File: src/rtl/pit16_pkg.sv
package pit16_pkg;
  // register selects (byte offset >> 1)
  localparam int REG_CTRL = 0;
  localparam int REG_MOD  = 1;
  localparam int REG_CNT  = 2;

  // control word bit positions
  localparam int B_EN      = 0;
  localparam int B_RLD     = 1;
  localparam int B_FLG     = 2;
  localparam int B_IE      = 3;
  localparam int B_OVW     = 4;
  localparam int B_DBG     = 5;
  localparam int B_DOZE    = 6;
  localparam int B_PRE_LSB = 8;
endpackage

File: src/rtl/pit16_regs.sv
module pit16_regs
  import pit16_pkg::*;
#(
  parameter int CNT_W  = 16,
  parameter int PRE_W  = 4,
  parameter int ADDR_W = 3
) (
  input  logic              clk,
  input  logic              rst,
  input  logic              wr_en,
  input  logic              rd_en,
  input  logic [ADDR_W-1:0] addr,
  input  logic [CNT_W-1:0]  wdata,
  input  logic [CNT_W-1:0]  cnt,
  input  logic              expire,
  output logic              ctl_en,
  output logic              ctl_rld,
  output logic              ctl_ie,
  output logic              ctl_ovw,
  output logic [PRE_W-1:0]  ctl_pre,
  output logic              flag,
  output logic [CNT_W-1:0]  mod,
  output logic              restart,
  output logic              start,
  output logic [CNT_W-1:0]  start_val,
  output logic              mod_load,
  output logic [CNT_W-1:0]  rdata,
  output logic              irq
);
  localparam int SEL_W = ADDR_W - 1;
  localparam logic [CNT_W-1:0] PRE_MASK = CNT_W'(((1 << PRE_W) - 1) << B_PRE_LSB);
  localparam logic [CNT_W-1:0] CFG_MASK =
    PRE_MASK | CNT_W'((1 << B_EN) | (1 << B_RLD) | (1 << B_OVW) | (1 << B_DBG) | (1 << B_DOZE));

  logic [SEL_W-1:0] sel;
  logic             aligned;
  logic             wr_ctl, wr_mod;
  logic             dbg_q, doze_q;
  logic [CNT_W-1:0] ctl_img;
  logic             cfg_change;
  logic             flag_clr, flag_n, ie_n;

  assign sel     = addr[ADDR_W-1:1];
  assign aligned = ~addr[0];
  assign wr_ctl  = wr_en && aligned && (sel == SEL_W'(REG_CTRL));
  assign wr_mod  = wr_en && aligned && (sel == SEL_W'(REG_MOD));

  always_comb begin
    ctl_img = '0;
    ctl_img[B_EN]   = ctl_en;
    ctl_img[B_RLD]  = ctl_rld;
    ctl_img[B_FLG]  = flag;
    ctl_img[B_IE]   = ctl_ie;
    ctl_img[B_OVW]  = ctl_ovw;
    ctl_img[B_DBG]  = dbg_q;
    ctl_img[B_DOZE] = doze_q;
    ctl_img[B_PRE_LSB +: PRE_W] = ctl_pre;
  end

  // only bits other than IE/flag-ack decide a reprogram
  assign cfg_change = (((ctl_img ^ wdata) & CFG_MASK) != '0);
  assign restart    = wr_ctl && cfg_change;
  assign start      = restart && wdata[B_EN];
  assign start_val  = wdata[B_RLD] ? mod : '1;
  assign mod_load   = wr_mod && ctl_ovw;

  // set beats clear
  assign flag_clr = (wr_ctl && wdata[B_FLG]) || wr_mod;
  assign flag_n   = expire || (flag && !flag_clr);
  assign ie_n     = wr_ctl ? wdata[B_IE] : ctl_ie;

  always_ff @(posedge clk) begin
    if (rst) begin
      ctl_en  <= 1'b0;
      ctl_rld <= 1'b0;
      ctl_ie  <= 1'b0;
      ctl_ovw <= 1'b0;
      dbg_q   <= 1'b0;
      doze_q  <= 1'b0;
      ctl_pre <= '0;
      flag    <= 1'b0;
      mod     <= '0;
      irq     <= 1'b0;
    end else begin
      flag <= flag_n;
      ctl_ie <= ie_n;
      irq  <= ie_n && flag_n;
      if (wr_ctl) begin
        ctl_en  <= wdata[B_EN];
        ctl_rld <= wdata[B_RLD];
        ctl_ovw <= wdata[B_OVW];
        dbg_q   <= wdata[B_DBG];
        doze_q  <= wdata[B_DOZE];
        ctl_pre <= wdata[B_PRE_LSB +: PRE_W];
      end
      if (wr_mod) mod <= wdata;
    end
  end

  always_ff @(posedge clk) begin
    if (rst) begin
      rdata <= '0;
    end else if (rd_en) begin
      if (!aligned)                         rdata <= '0;
      else if (sel == SEL_W'(REG_CTRL))     rdata <= ctl_img;
      else if (sel == SEL_W'(REG_MOD))      rdata <= mod;
      else if (sel == SEL_W'(REG_CNT))      rdata <= cnt;
      else                                  rdata <= '0;
    end
  end
endmodule

File: src/rtl/pit16_prescale.sv
module pit16_prescale #(
  parameter int PRE_W = 4
) (
  input  logic             clk,
  input  logic             rst,
  input  logic             run,
  input  logic             clear,
  input  logic [PRE_W-1:0] code,
  output logic             tick
);
  localparam int DIV_W = 1 << PRE_W;

  logic [DIV_W-1:0] div_q;
  logic [DIV_W-1:0] mask;

  // divisor 2^(code+1): low code+1 bits all ones marks terminal count
  always_comb begin
    for (int i = 0; i < DIV_W; i++) begin
      mask[i] = (i <= int'(code));
    end
  end

  assign tick = run && !clear && ((div_q & mask) == mask);

  always_ff @(posedge clk) begin
    if (rst || clear || !run) div_q <= '0;
    else                      div_q <= div_q + 1'b1;
  end
endmodule

File: src/rtl/pit16_counter.sv
module pit16_counter #(
  parameter int CNT_W = 16
) (
  input  logic             clk,
  input  logic             rst,
  input  logic             tick,
  input  logic             rld,
  input  logic [CNT_W-1:0] mod,
  input  logic             restart,
  input  logic             start,
  input  logic [CNT_W-1:0] start_val,
  input  logic             load,
  input  logic [CNT_W-1:0] load_val,
  output logic [CNT_W-1:0] cnt,
  output logic             expire
);
  assign expire = tick && !restart && (cnt == '0);

  always_ff @(posedge clk) begin
    if (rst) begin
      cnt <= '0;
    end else if (restart) begin
      if (start) cnt <= start_val;
    end else if (load) begin
      cnt <= load_val;
    end else if (tick) begin
      if (cnt == '0) cnt <= rld ? mod : '1;
      else           cnt <= cnt - 1'b1;
    end
  end
endmodule

File: src/rtl/pit16_timer.sv
module pit16_timer #(
  parameter int CNT_W  = 16,
  parameter int PRE_W  = 4,
  parameter int ADDR_W = 3
) (
  input  logic              clk,
  input  logic              rst,
  input  logic              wr_en,
  input  logic              rd_en,
  input  logic [ADDR_W-1:0] addr,
  input  logic [CNT_W-1:0]  wdata,
  output logic [CNT_W-1:0]  rdata,
  output logic              irq
);
  logic             ctl_en, ctl_rld, ctl_ie, ctl_ovw;
  logic [PRE_W-1:0] ctl_pre;
  logic             flag_q;
  logic [CNT_W-1:0] mod_q, cnt_q, start_val;
  logic             restart, start, mod_load;
  logic             tick, expire;

  pit16_regs #(.CNT_W(CNT_W), .PRE_W(PRE_W), .ADDR_W(ADDR_W)) u_regs (
    .clk(clk), .rst(rst), .wr_en(wr_en), .rd_en(rd_en), .addr(addr),
    .wdata(wdata), .cnt(cnt_q), .expire(expire),
    .ctl_en(ctl_en), .ctl_rld(ctl_rld), .ctl_ie(ctl_ie), .ctl_ovw(ctl_ovw),
    .ctl_pre(ctl_pre), .flag(flag_q), .mod(mod_q),
    .restart(restart), .start(start), .start_val(start_val),
    .mod_load(mod_load), .rdata(rdata), .irq(irq)
  );

  pit16_prescale #(.PRE_W(PRE_W)) u_pre (
    .clk(clk), .rst(rst), .run(ctl_en), .clear(restart),
    .code(ctl_pre), .tick(tick)
  );

  pit16_counter #(.CNT_W(CNT_W)) u_cnt (
    .clk(clk), .rst(rst), .tick(tick), .rld(ctl_rld), .mod(mod_q),
    .restart(restart), .start(start), .start_val(start_val),
    .load(mod_load), .load_val(wdata), .cnt(cnt_q), .expire(expire)
  );
endmodule

File: config.mk
export PLATFORM = sky130hd
export DESIGN_NAME = pit16_timer
export DESIGN_NICKNAME = d
export VERILOG_FILES = /design/src/rtl/pit16_pkg.sv /design/src/rtl/pit16_regs.sv /design/src/rtl/pit16_prescale.sv /design/src/rtl/pit16_counter.sv /design/src/rtl/pit16_timer.sv
export SDC_FILE = /design/constraint.sdc
export NUM_CORES = 1
export LEC_CHECK = 0
export BUFFER_PORTS_ARGS = -buffer_cell sky130_fd_sc_hd__buf_2
export CAP_MARGIN = 20
export CELL_PAD_IN_SITES_DETAIL_PLACEMENT = 1
export CELL_PAD_IN_SITES_GLOBAL_PLACEMENT = 2
export CORE_AREA = 10 10 144 146
export DETAILED_ROUTE_END_ITERATION = 16
export DIE_AREA = 0 0 154 156
export HOLD_SLACK_MARGIN = 0.1
export PLACE_DENSITY_LB_ADDON = 0.1
export SKIP_LAST_GASP = 1
export SLEW_MARGIN = 15
export SYNTH_ARGS = -nofsm -noshare
export SYNTH_HDL_FRONTEND = slang
export SYNTH_SLANG_ARGS = --single-unit
File: constraint.sdc
create_clock -name clk -period 2.8 [get_ports clk]
set_clock_uncertainty 0.1 [all_clocks]
set_input_delay 0 -clock clk [delete_from_list [all_inputs] [get_ports clk]]
set_output_delay 0 -clock clk [all_outputs]
set_load 0.005 [all_outputs]
=== After elaboration in Yosys (flattened, before gate mapping) ===
Index checks and enable logic that the tools add are counted.

* Output and inout port bits: 17
* Word-level logic and storage cells: 74
* Bits of input ports: 23
* Flip-flop bits (word level): 76

* Equality and inequality tests: 4
* Reduce and logical (&&, ||, !) cells: 25
* Mux-type cells: 12
* Add/sub/neg operators: 2
* Bitwise logic cells: 3
* $lt $le $gt $ge: 15

{| class="wikitable"
|+ Operator list
! operator !! count
|-
| 2-to-1 mux 16 bit || 11
|-
| less-or-equal comparator 4 bit (first input constant) || 8
|-
| adder 16 x 1 -> 16 bit (second input constant) || 1
|-
| AND 16 bit || 1
|-
| equality test 16 bit || 1
|-
| less-or-equal comparator 3 x 4 -> 1 bit (first input constant) || 4
|-
| logical NOT 16 bit || 1
|-
| nonzero test 16 bit || 1
|-
| subtractor 16 x 1 -> 16 bit (second input constant) || 1
|-
| logical AND 1 bit || 13
|-
| XOR 12 bit || 1
|-
| less-or-equal comparator 2 x 4 -> 1 bit (first input constant) || 2
|-
| less-or-equal comparator 1 x 4 -> 1 bit (first input constant) || 1
|-
| logical OR 1 bit || 4
|-
| logical NOT 1 bit || 3
|-
| nonzero test 3 bit || 1
|-
| equality test 2 x 1 -> 1 bit (second input constant) || 1
|-
| equality test 2 bit (second input constant) || 1
|-
| logical NOT 2 bit || 1
|-
| != test 2 bit (second input constant) || 1
|-
| AND reduction 2 bit || 1
|-
| 2-to-1 mux 1 bit || 1
|-
| NOT 1 bit || 1
|}

=== Logic depth before layout (Yosys ltp) ===
Gate-level depths: netlist (run 1).

* Depth after elaboration: 11
* Depth in mapped cells: 11
* Gate-level depth less buffers: 9

=== By module ===
Synthesis (run 1) repeated with hierarchy kept, for this count alone.

* Cell total of the unflattened synthesis: 574
* Area, all modules: 4530.6 sq um

{| class="wikitable"
|+ By module, submodules not included
! module !! instances !! sequential area each (sq um) !! area an instance (sq um) !! cells an instance
|-
| pit16_regs || 1 || 880.8 || 2095.8 || 259
|-
| pit16_counter || 1 || 320.3 || 1577.8 || 212
|-
| pit16_prescale || 1 || 320.3 || 857.1 || 103
|}

=== Worst setup path before layout (run 1) ===
No wires, ideal clock.

* Path kind: reg2reg
* From: register u_regs.ctl_pre[0]
* To: register u_cnt.cnt[9]
* Cell stages (with the launch flop): 11
* Slack: 0.679 ns
* Setup time: 0.096 ns
* Path buffers: 3
* Period minus slack after synthesis: 2.121 ns
* Required time: 2.604 ns
* Data arrival time: 1.925 ns
* Cells stage by stage: dfxtp_1 > buf_6 > nor3_2 > o211ai_2 > o21a_2 > a2111oi_4 > and4b_1 > buf_6 > nor2_4 > buf_8 > o41ai_2

* Longest elaborated chain between the ends: 8
* Elaborated cells on any way between the ends: 28
* Those cells by class: order compare: 15; eq/ne: 2; mux: 1; bitwise: 2; reduce/logical: 8

{| class="wikitable"
|+ RTL lines
! what !! RTL line !! source
|-
| start: declaration || pit16_regs.sv:20 || <nowiki>output logic [PRE_W-1:0] ctl_pre,</nowiki>
|-
| start signal: assignment || pit16_regs.sv:94 || <nowiki>ctl_pre <= wdata[B_PRE_LSB +: PRE_W];</nowiki>
|-
| branches (longest 8 deep; another with less-or-equal comparator 1 x 4 -> 1 bit) || n/a ||
|-
| end signal: assignment || pit16_counter.sv:23 || <nowiki>if (start) cnt <= start_val;</nowiki>
|-
| end signal: assignment || pit16_counter.sv:25 || <nowiki>cnt <= load_val;</nowiki>
|-
| end signal: assignment || pit16_counter.sv:27 || <nowiki>if (cnt == '0) cnt <= rld ? mod : '1;</nowiki>
|-
| end: declaration || pit16_counter.sv:14 || <nowiki>output logic [CNT_W-1:0] cnt,</nowiki>
|}

Parallel ways; which one is timed is not known.
A chain may end at the register's enable or synchronous reset.

=== Worst setup path in the final report (run 1) ===
* From: register u_regs.ctl_pre[1]
* To: register u_cnt.cnt[2]

Same word-level chain as after synthesis.

==> impl_metrics.yaml, run 1 <==
detailed_routing:
  vias: 4315
  wl_per_cell_um: 20.6
  detail-route-antenna-nets: 0
  drc: 0
  drt_iter0_drc: 240
  routed_wl_um: 17400
  routed_via_density: 5.11
  first_pass_iters: 4
worst_setup_path:
  max_stage_delay_ns: 0.44
  critPathSlowestCell: "and4b_1"
  crit_buf_inv: 1
  worstPathMaxFanout: 14
  path_cells: "inv_1, o22ai_1, a221o_1, o21ai_0, and4b_1, nor2_4, o41ai_1"
  crit_arrival_ns: 2.63
  cp-start-kind: "register"
  cp-end-kind: "register"
  path_delay_family: "compound AO/OA/AOI/OAI gates"
  required_ns: 2.93
  critPathKind: "reg -> reg"
synth:
  synth-edff-count: 0
  synth_area_leader_cell: "dfxtp_1"
  synth_top_family_by_area: "simple AND/OR/NAND/NOR gates"
  syn-cell-area_um2: 4390
  synthArstFlopShare: 0
  synthSimpleGateAreaFrac: 0.263
  synth_nets: 588
  avgSynthCellArea_um2: 7.81
  synth_xor_area_frac: 0.0499
  yosys_warnings: 0
  synth_compound_area_frac: 0.244
  synthAdderAreaFrac: 0.00855
  ys.flop_type: "dfxtp_1"
  synth_area_leaders: "dfxtp_1 (35%), a21oi_1 (7.7%), nand2_1 (7.2%)"
  ys_seq_area_frac: 0.346
  synth_cells: 562
  yosys-mux-area-fraction: 0.0251
  ys_seq_elements: 76
  yosysUniqueCellTypes: 63
  synth_top_area_share: 0.346
cts:
  clkSinkCount: 76
  clk_latency_ns: 0.34
  cts_made_buffers: 9
  cts-root-buf: "clkbuf_16"
  cts_tree: "done"
  path_clk_slew_ns: 0.06
  cts.repair.resized: 0
  cts-root-to-sink-buffers: 2
  cts-htree-levels: 3
  postCtsSetupBuffers: 0
final_layout:
  layout_common_cells: "nand2_1 (84), dfxtp_1 (76), a21oi_1 (68)"
  syn_to_final_growth_pct: 21.7
  nNetsFinal: 639
  layout_commonest_cell: "nand2_1"
  drive_gt1_frac: 0.151
  antenna_cells: 0
placed_design:
  dp_hpwl_um: 12500
  port_buffers: 39
  gp_congestion: 0.822
floorplan:
  start_util: 0.246
  die-area_um2: 24000
  row_count: 49
  io_pins: 40
  design.core.area_um2: 17800
  die_x_um: 154
  die_h_um: 156
pwr:
  p_seq_frac: 0.417
  p_comb_frac: 0.132
  power.total_uw: 2680
  p_per_area_nw_per_um2: 502
  pwr-share-clk: 0.450
  intPower_uw: 1970
  leakage_uw: 0.00197
  swShare: 0.267
  p_sw_uw: 716
  peakVddDrop_uv: 305
global_routing:
  track_usage: 0.142
  gr-total-overflow: 0
  antenna_found_initial: 0
  grt_pass1_wl_um: 26800
  grt_max_degree: 40
  grt_pass1_vias: 4399
sta:
  rsz0062_at_grt: "false"
  slew_headroom: 0.462
  finalHoldViolations: 0
  fin_tns_setup_ns: 0
  period_share: 0.892
  fmax_ghz: 0.400
  slew_violations: 0
  tightest_slew_ns: 0.806
  fin_crit_ns: 2.50
  setup_viol: 0
run:
  drv_cap: 0
status:
  outcome: "completed"
hold_path:
  min_path_type: "in -> reg"
-- sequential cells by signal, summed over array words and instances, names as in the netlist, 4 cells and up --
register and cells:
u_cnt.cnt 16, u_pre.div_q 16, u_regs.mod 16, u_regs.rdata 16, u_regs.ctl_pre 4
-- layer usage --
metal | wire [µm] | GRT usage | up-vias
li1 | - | - | 2102
met1 | 8610 | 0.190 | 2127
met2 | 8050 | 0.223 | 66
met3 | 431 | 0.0270 | 20
met4 | 311 | 0.0463 | 0
met5 | 0 | 0 | -
-- power groups by stage --
stage          combinational (µW)  clock (µW)  sequential (µW)
5_1_grt                       393        1290             1120
3_5_place_dp                  332           0             1140
2_1_floorplan                 214           0             1130
4_1_cts                       358        1240             1120
3_3_place_gp                  330           0             1140
6_report                      355        1210             1120
-- layout make-up --
type | instances | area, µm²
inverter | 8 | 30.0
clock inverter | 2 | 35.0
multi-input combinational | 434 | 2610
tap | 229 | 287
sequential | 76 | 1520
timing repair buffer | 84 | 603
fill | 2137 | 12500
clock buffer | 12 | 256
-- worst register-to-register path: cells and delay by family (launching register included) --
| family | cells | cell delay, ns |
|---|---|---|
| simple gates | 2 | 0.62 |
| compound gates | 4 | 1.12 |
| buf+inv | 1 | 0.14 |
| flops | 1 | 0.41 |
-- metrics by stage --
step	hold slack, ns	util	area [µm²]	setup WS (ns)	instances
finish	0.143	0.300	5340	0.301	845
global route	0.193	0.300	5340	0.102	845
CTS	0.149	0.300	5340	0.263	845
detailed placement	0.171	0.270	4820	0.280	808
global placement	0.161	0.270	4820	0.357	808
floorplan	0.0360	-	4390	0.679	562
-- synthesized netlist by cell type, types with 3 or more instances --
| master | number |
|---|---|
| a211oi_1 | 5 |
| a21oi_1 | 68 |
| a22o_1 | 5 |
| a41oi_1 | 3 |
| and2_1 | 4 |
| and3_1 | 3 |
| buf_2 | 9 |
| buf_4 | 4 |
| buf_6 | 5 |
| clkbuf_1 | 21 |
| dfxtp_1 | 76 |
| ha_1 | 3 |
| inv_1 | 8 |
| mux2i_1 | 11 |
| nand2_1 | 84 |
| nand3_1 | 10 |
| nand4_1 | 6 |
| nand4b_1 | 15 |
| nor2_1 | 50 |
| nor2b_1 | 23 |
| nor3_1 | 6 |
| nor4_1 | 3 |
| o21a_1 | 3 |
| o21ai_0 | 40 |
| o221ai_1 | 5 |
| o22ai_1 | 4 |
| o31ai_1 | 9 |
| o41ai_1 | 7 |
| or3_1 | 6 |
| xnor2_1 | 6 |
| xor2_1 | 19 |
-- final timing paths --
path | from | to | slack [ns] | cells after the start
min | rst | u_regs.flag | 0.14 | 2
max reg2reg | u_regs.ctl_pre[1] | u_cnt.cnt[2] | 0.30 | 7
max | u_regs.ctl_pre[1] | u_cnt.cnt[2] | 0.30 | 7
min reg2reg | u_regs.mod[15] | u_regs.mod[15] | 0.39 | 2
-- cell families after synthesis --
logic type	after synthesis
simple gates	227
compound gates	168
flops	76
buf+inv	52
xor+xnor	25
mux	11
fa+ha+maj	3
-- timing repair --
item | CTS | global route
endpoints found under the hold margin | 49 | 0
setup endpoints to repair | 0 | 0
hold buffers | 23 | 0
(Power assumes the default switching activity.)
==> inputs of run 2 (changes only) <==
--- a/config.mk
+++ b/config.mk
@@ -9,13 +9,14 @@
 export CAP_MARGIN = 20
 export CELL_PAD_IN_SITES_DETAIL_PLACEMENT = 1
 export CELL_PAD_IN_SITES_GLOBAL_PLACEMENT = 2
-export CORE_AREA = 10 10 144 146
+export CORE_AREA = 10 10 146 148
 export DETAILED_ROUTE_END_ITERATION = 16
-export DIE_AREA = 0 0 154 156
+export DIE_AREA = 0 0 156 158
 export HOLD_SLACK_MARGIN = 0.1
-export PLACE_DENSITY_LB_ADDON = 0.1
+export PLACE_DENSITY = 0.67
 export SKIP_LAST_GASP = 1
 export SLEW_MARGIN = 15
 export SYNTH_ARGS = -nofsm -noshare
 export SYNTH_HDL_FRONTEND = slang
+export SYNTH_HIERARCHICAL = 1
 export SYNTH_SLANG_ARGS = --single-unit
==> run 2 against run 1 <==
Against the previous run:
- fmax is 4.2% lower
- synthesized area is 3.2% higher
- die area is 2.6% higher
==> impl_metrics.yaml, run 2 <==
status:
  outcome: "completed"
global_routing:
  antenna_found_initial: 0
  gr-total-overflow: 0
  grt_max_degree: 27
  grt_pass1_wl_um: 26500
  grt_pass1_vias: 4673
  track_usage: 0.138
worst_setup_path:
  crit_buf_inv: 0
  critPathSlowestCell: "a2111oi_1"
  max_stage_delay_ns: 0.38
  cp-end-kind: "register"
  cp-start-kind: "register"
  required_ns: 2.93
  worstRegToRegCells: 10
  worstPathMaxFanout: 5
  critPathKind: "reg -> reg"
  r2r_slack_ns: 0.19
  cp.depth: 10
  crit_arrival_ns: 2.74
  path_cells: "xnor2_2, nand4_1, nor4_2, nor2_1, nand3b_1, nor3_1, and4_4, o31a_1, o21ai_0, a2111oi_1"
  path_delay_family: "simple AND/OR/NAND/NOR gates"
synth:
  ys_seq_area_frac: 0.336
  synth_area_leader_cell: "dfxtp_1"
  ys.flop_type: "dfxtp_1"
  synth_area_leaders: "dfxtp_1 (34%), a21oi_1 (7.2%), nand2_1 (5.7%)"
  yosysMostFrequentCell: "dfxtp_1"
  synth_xor_area_frac: 0.0483
  synth-edff-count: 0
  synth_top_area_share: 0.336
  synthSimpleGateAreaFrac: 0.305
  yosys-top-cells-count: "dfxtp_1 (76), nand2_1 (69), a21oi_1 (65)"
  synth_nets: 600
  yosysUniqueCellTypes: 72
  ys_seq_elements: 76
  avgSynthCellArea_um2: 7.89
  yosys_warnings: 6
  synth_cells: 574
  synthArstFlopShare: 0
  synthAdderAreaFrac: 0.00829
  syn-cell-area_um2: 4530
  yosys-mux-area-fraction: 0.0243
  synth_compound_area_frac: 0.224
  synth_top_family_by_area: "simple AND/OR/NAND/NOR gates"
final_layout:
  drive_gt1_frac: 0.183
  syn_to_final_growth_pct: 25.4
  layout_commonest_cell: "dfxtp_1"
  layout_common_cells: "dfxtp_1 (76), nand2_1 (69), a21oi_1 (65)"
  final_util: 0.308
  final_cells: 884
  stdcell_area_um2: 5680
  nNetsFinal: 671
  antenna_cells: 0
pwr:
  swShare: 0.284
  leakage_uw: 0.00204
  pwr-share-clk: 0.425
  p_sw_uw: 813
  intPower_uw: 2050
  p_per_area_nw_per_um2: 503
  p_seq_frac: 0.398
  peakVddDrop_uv: 237
  p_comb_frac: 0.177
placed_design:
  pre_cts_ws_ns: 0.000307
  port_buffers: 39
  postPlaceCellArea_um2: 5040
  gp_congestion: 0.833
  dp_hpwl_um: 12500
  dp.cells: 839
cts:
  cts-root-to-sink-buffers: 2
  cts-htree-levels: 3
  path_clk_slew_ns: 0.06
  clk_latency_ns: 0.35
  cts_made_buffers: 9
  cts_tree: "done"
  clkSinkCount: 76
  cts-root-buf: "clkbuf_16"
detailed_routing:
  drc: 0
  first_pass_iters: 4
  routed_via_density: 5.08
  detail-route-antenna-nets: 0
  routed_wl_um: 16900
  vias: 4490
  wl_met3_um: 705
  wl_per_cell_um: 19.1
  drt_iter0_drc: 319
  wl_met1_um: 7860
  routed-wl-met2_um: 7960
  topRoutingLayerUsed: "met4"
floorplan:
  design.core.area_um2: 18500
  io_pins: 40
  die_x_um: 156
  die-area_um2: 24600
  die_h_um: 158
  row_count: 50
  start_util: 0.245
sta:
  tightest_slew_ns: 0.607
  period_share: 0.931
  holdWs_ns: 0.176
  fin_ws_ns: 0.192
  fmax_ghz: 0.383
  slew_violations: 0
  rsz0062_at_grt: "true"
  fin_crit_ns: 2.61
  slew_headroom: 0.593
  finalHoldViolations: 0
  setup_viol: 0
run:
  drv_cap: 0
hold_path:
  min_path_cells: 5
  min_path_type: "in -> reg"
[run 2: cell count changes in the layout (fill, tap and decap cells not counted), sizes merged, moves of 5 or more]
cell / before / now
nand3b: 1 / 11
nand2: 84 / 70
buf: 61 / 75
nor4: 5 / 10
xnor2: 6 / 20
o31ai: 9 / 3
nand2b: 1 / 24
o2bb2ai: 0 / 12
o41ai: 9 / 0
o21ai: 40 / 24
nor2: 51 / 58
nand4b: 15 / 3
xor2: 19 / 5
[run 2: cell families after synthesis]
family,after synthesis
buffers and inverters,50
flip-flops,76
adder cells (fa/ha/maj),3
AO/OA/AOI/OAI,155
AND/OR/NAND/NOR,254
XOR/XNOR,25
multiplexers,11
[run 2: power by group through the flow]
| stage | clock network [µW] | logic [µW] | registers (µW) |
|---|---|---|---|
| floorplan | 0 | 323 | 1150 |
| detailed placement | 0 | 471 | 1160 |
| global route | 1280 | 556 | 1140 |
| CTS | 1250 | 497 | 1140 |
| finish | 1210 | 506 | 1140 |
| global placement | 0 | 461 | 1160 |
[run 2: metrics by stage]
| stage | total power, µW | setup TNS [ns] |
|---|---|---|
| 4_1_cts | 2880 | 0 |
| 3_5_place_dp | 1630 | 0 |
| 2_1_floorplan | 1470 | 0 |
| 3_3_place_gp | 1620 | 0 |
| 6_report | 2860 | 0 |
| 5_1_grt | 2980 | -0.0615 |
[run 2: final cells by class]
type	instances	area [µm²]
clock buffers	12	256
clock inverters	4	47.5
fillers	2228	12800
inverters	12	45.0
multi-input cells	448	2810
flip-flops and latches	76	1520
well taps	234	293
repair buffers	98	706
[run 2: metal layers]
layer,global-route usage,up-vias
li1,-,2194
met4,0.0612,0
met2,0.225,70
met1,0.179,2203
met3,0.0163,23
met5,0,-
[run 2: path summary, 6_finish.rpt]
| path | to | start |
|---|---|---|
| hold / removal | u_regs/rdata[4] | addr[0] |
| hold reg to reg | u_pre/div_q[0] | u_pre/div_q[0] |
| setup reg to reg | u_cnt/cnt[5] | u_regs/ctl_pre[1] |
| setup / recovery | u_cnt/cnt[5] | u_regs/ctl_pre[1] |
[run 2: tightest hold or removal path, cell delays in order]
cell     delay (ns)
buf_2          0.16
nor2b_1        0.06
buf_4          0.19
a21oi_1        0.14
nor2_1         0.04
[run 2: what timing repair did]
item                                    4_1_cts  5_1_grt
endpoints found under the setup margin        2       16
setup buffers                                 1        5
hold endpoints to repair                     58        0
cloned                                        0        0
pin swaps                                     1        7
resized for setup                             1       14
hold buffers                                 23        0
==> inputs of run 3 (changes only) <==
--- a/config.mk
+++ b/config.mk
@@ -9,9 +9,9 @@
 export CAP_MARGIN = 20
 export CELL_PAD_IN_SITES_DETAIL_PLACEMENT = 1
 export CELL_PAD_IN_SITES_GLOBAL_PLACEMENT = 2
-export CORE_AREA = 10 10 146 148
+export CORE_AREA = 10 10 172 126
 export DETAILED_ROUTE_END_ITERATION = 16
-export DIE_AREA = 0 0 156 158
+export DIE_AREA = 0 0 182 136
 export HOLD_SLACK_MARGIN = 0.1
 export PLACE_DENSITY = 0.67
 export SKIP_LAST_GASP = 1
==> run 3 against run 2 <==
Against the previous run:
- global-route usage rose by 0.29 points
- fmax up 1.0%
- clock-buffer cell count fell by 2
- core utilization fell by 0.23 points
- combinational power increased by 3%
- register-to-register slack better by 0.05 ns
==> impl_metrics.yaml, run 3 (synthesis gave the netlist of run 2 again) <==
floorplan:
  die_x_um: 182
  row_count: 42
  start_util: 0.246
  io_pins: 40
  die_h_um: 136
  design.core.area_um2: 18400
  die-area_um2: 24800
final_layout:
  layout_common_cells: "dfxtp_1 (75), nand2_1 (69), a21oi_1 (65)"
  antenna_cells: 0
  drive_gt1_frac: 0.186
  final_util: 0.306
  fillers: 2202
  syn_to_final_growth_pct: 24.4
  regArea_um2: 1520
  nNetsFinal: 667
  layout_commonest_cell: "dfxtp_1"
  multiInputGateArea_um2: 2820
pwr:
  pwr-share-clk: 0.405
  p_sw_uw: 857
  leakage_uw: 0.00200
  swShare: 0.307
  p_comb_frac: 0.186
  intPower_uw: 1940
  peakVddDrop_uv: 232
  p_per_area_nw_per_um2: 495
  p_seq_frac: 0.409
sta:
  finalHoldViolations: 0
  rsz0062_at_grt: "false"
  fmax_ghz: 0.387
  tightest_slew_ns: 0.957
  slew_violations: 0
  fin_crit_ns: 2.58
  setup_viol: 0
  fin_tns_setup_ns: 0
  slew_headroom: 0.362
  period_share: 0.922
detailed_routing:
  drt_iter0_drc: 285
  drc: 0
  detail-route-antenna-nets: 0
  routed_via_density: 5.19
  first_pass_iters: 5
  routed_wl_um: 17300
  wl_per_cell_um: 19.5
  vias: 4611
worst_setup_path:
  rr_endpoint: "u_cnt/cnt[8]"
  path_cells: "dlygate4sd3_1, buf_2, xnor2_2, nand4_1, nor4_2, nor2_1, nand3b_1, nor3_2, and4_4, buf_4, o21bai_2, buf_6, nor3_1, o21ai_1, o22ai_1"
  crit_arrival_ns: 2.74
  worstPathMaxFanout: 7
  path_delay_family: "simple AND/OR/NAND/NOR gates"
  crit_buf_inv: 4
  cp-start-kind: "primary input"
  critPathKind: "in -> reg"
  critPathSlowestCell: "dlygate4sd3_1"
  cp-end-kind: "register"
  reg2reg_from: "u_regs/ctl_pre[1]"
  r2r_slack_ns: 0.24
  required_ns: 2.96
  worstRegToRegCells: 13
  max_stage_delay_ns: 0.54
global_routing:
  gr-total-overflow: 0
  antenna_found_initial: 0
  grt_max_degree: 46
  gr-usage-met2: 0.198
  grt_pass1_vias: 4710
  use_met3: 0.0324
  grt_pass1_wl_um: 27600
  busiest_layer: "met1"
  track_usage: 0.141
  met1_usage: 0.206
hold_path:
  min_path_type: "in -> reg"
  whs_endpoint: "u_regs/mod[1]"
  hold_start: "wdata[1]"
  min_path_cells: 4
placed_design:
  gp_congestion: 0.848
  dp_hpwl_um: 12600
  port_buffers: 39
cts:
  path_clk_slew_ns: 0.06
  cts-root-to-sink-buffers: 2
  clkSinkCount: 76
  cts_made_buffers: 9
  cts-root-buf: "clkbuf_16"
  clk_latency_ns: 0.35
  cts_tree: "done"
  cts-htree-levels: 3
status:
  outcome: "completed"
run:
  drv_cap: 0
run 3: power groups by stage:
stage	registers, µW	logic [µW]	clock network, µW
2_1_floorplan	1150	323	0
3_3_place_gp	1160	476	0
3_5_place_dp	1160	480	0
4_1_cts	1140	506	1160
5_1_grt	1140	561	1210
6_report	1140	519	1130
run 3: final cells by class:
class                      instances  share of cell area
clock inverter                     6             0.00688
tap                              242              0.0537
inverter                          12             0.00799
clock buffer                      10              0.0424
multi-input combinational        448               0.500
timing repair buffer              94               0.118
sequential                        76               0.270
run 3: worst reg2reg max path, cell delays in order, from the launching register on:
cell      delay [ns]
dfxtp_1         0.38
xnor2_2         0.13
nand4_1         0.12
nor4_2          0.33
nor2_1          0.10
nand3b_1        0.19
nor3_2          0.11
and4_4          0.26
buf_4           0.13
o21bai_2        0.10
buf_6           0.17
nor3_1          0.12
o21ai_1         0.09
o22ai_1         0.14
run 3: routing by layer:
layer  part of all wire  vias to the layer above
met5                  0                        -
met4              0.014                        0
met3              0.052                       14
met2               0.41                      105
met1               0.52                     2300
li1                   -                     2192
run 3: what timing repair did:
action / 4_1_cts / 5_1_grt
resized for setup: 0 / 15
setup endpoints to repair: 0 / 15
buffers inserted: 0 / 1
hold endpoints to repair: 56 / 0
hold buffers: 22 / 0
run 3: worst max-delay path by stage:
stage | cells past startpoint | to | slack [ns] | start
floorplan | 11 | u_cnt/cnt[11] | 0.21 | addr[2]
global placement | 10 | u_cnt/cnt[5] | 0.12 | u_regs/doze_q
detailed placement | 10 | u_cnt/cnt[4] | 0.05 | u_regs/ctl_en
CTS | 10 | u_cnt/cnt[5] | 0.02 | u_regs/ctl_en
global route | 15 | u_cnt/cnt[8] | 0.01 | wdata[9]
finish | 15 | u_cnt/cnt[8] | 0.22 | wdata[9]
run 3: stage by stage:
stage               hold slack (ns)  area (µm²)  worst slack (ns)  power [µW]  std cells
floorplan                    0.0360        4530             0.213        1470        574
global placement              0.159        5070             0.120        1640        849
detailed placement            0.175        5070            0.0509        1640        849
CTS                           0.109        5570            0.0167        2810        887
global route                  0.124        5640            0.0124        2920        888
finish                        0.120        5640             0.219        2790        888
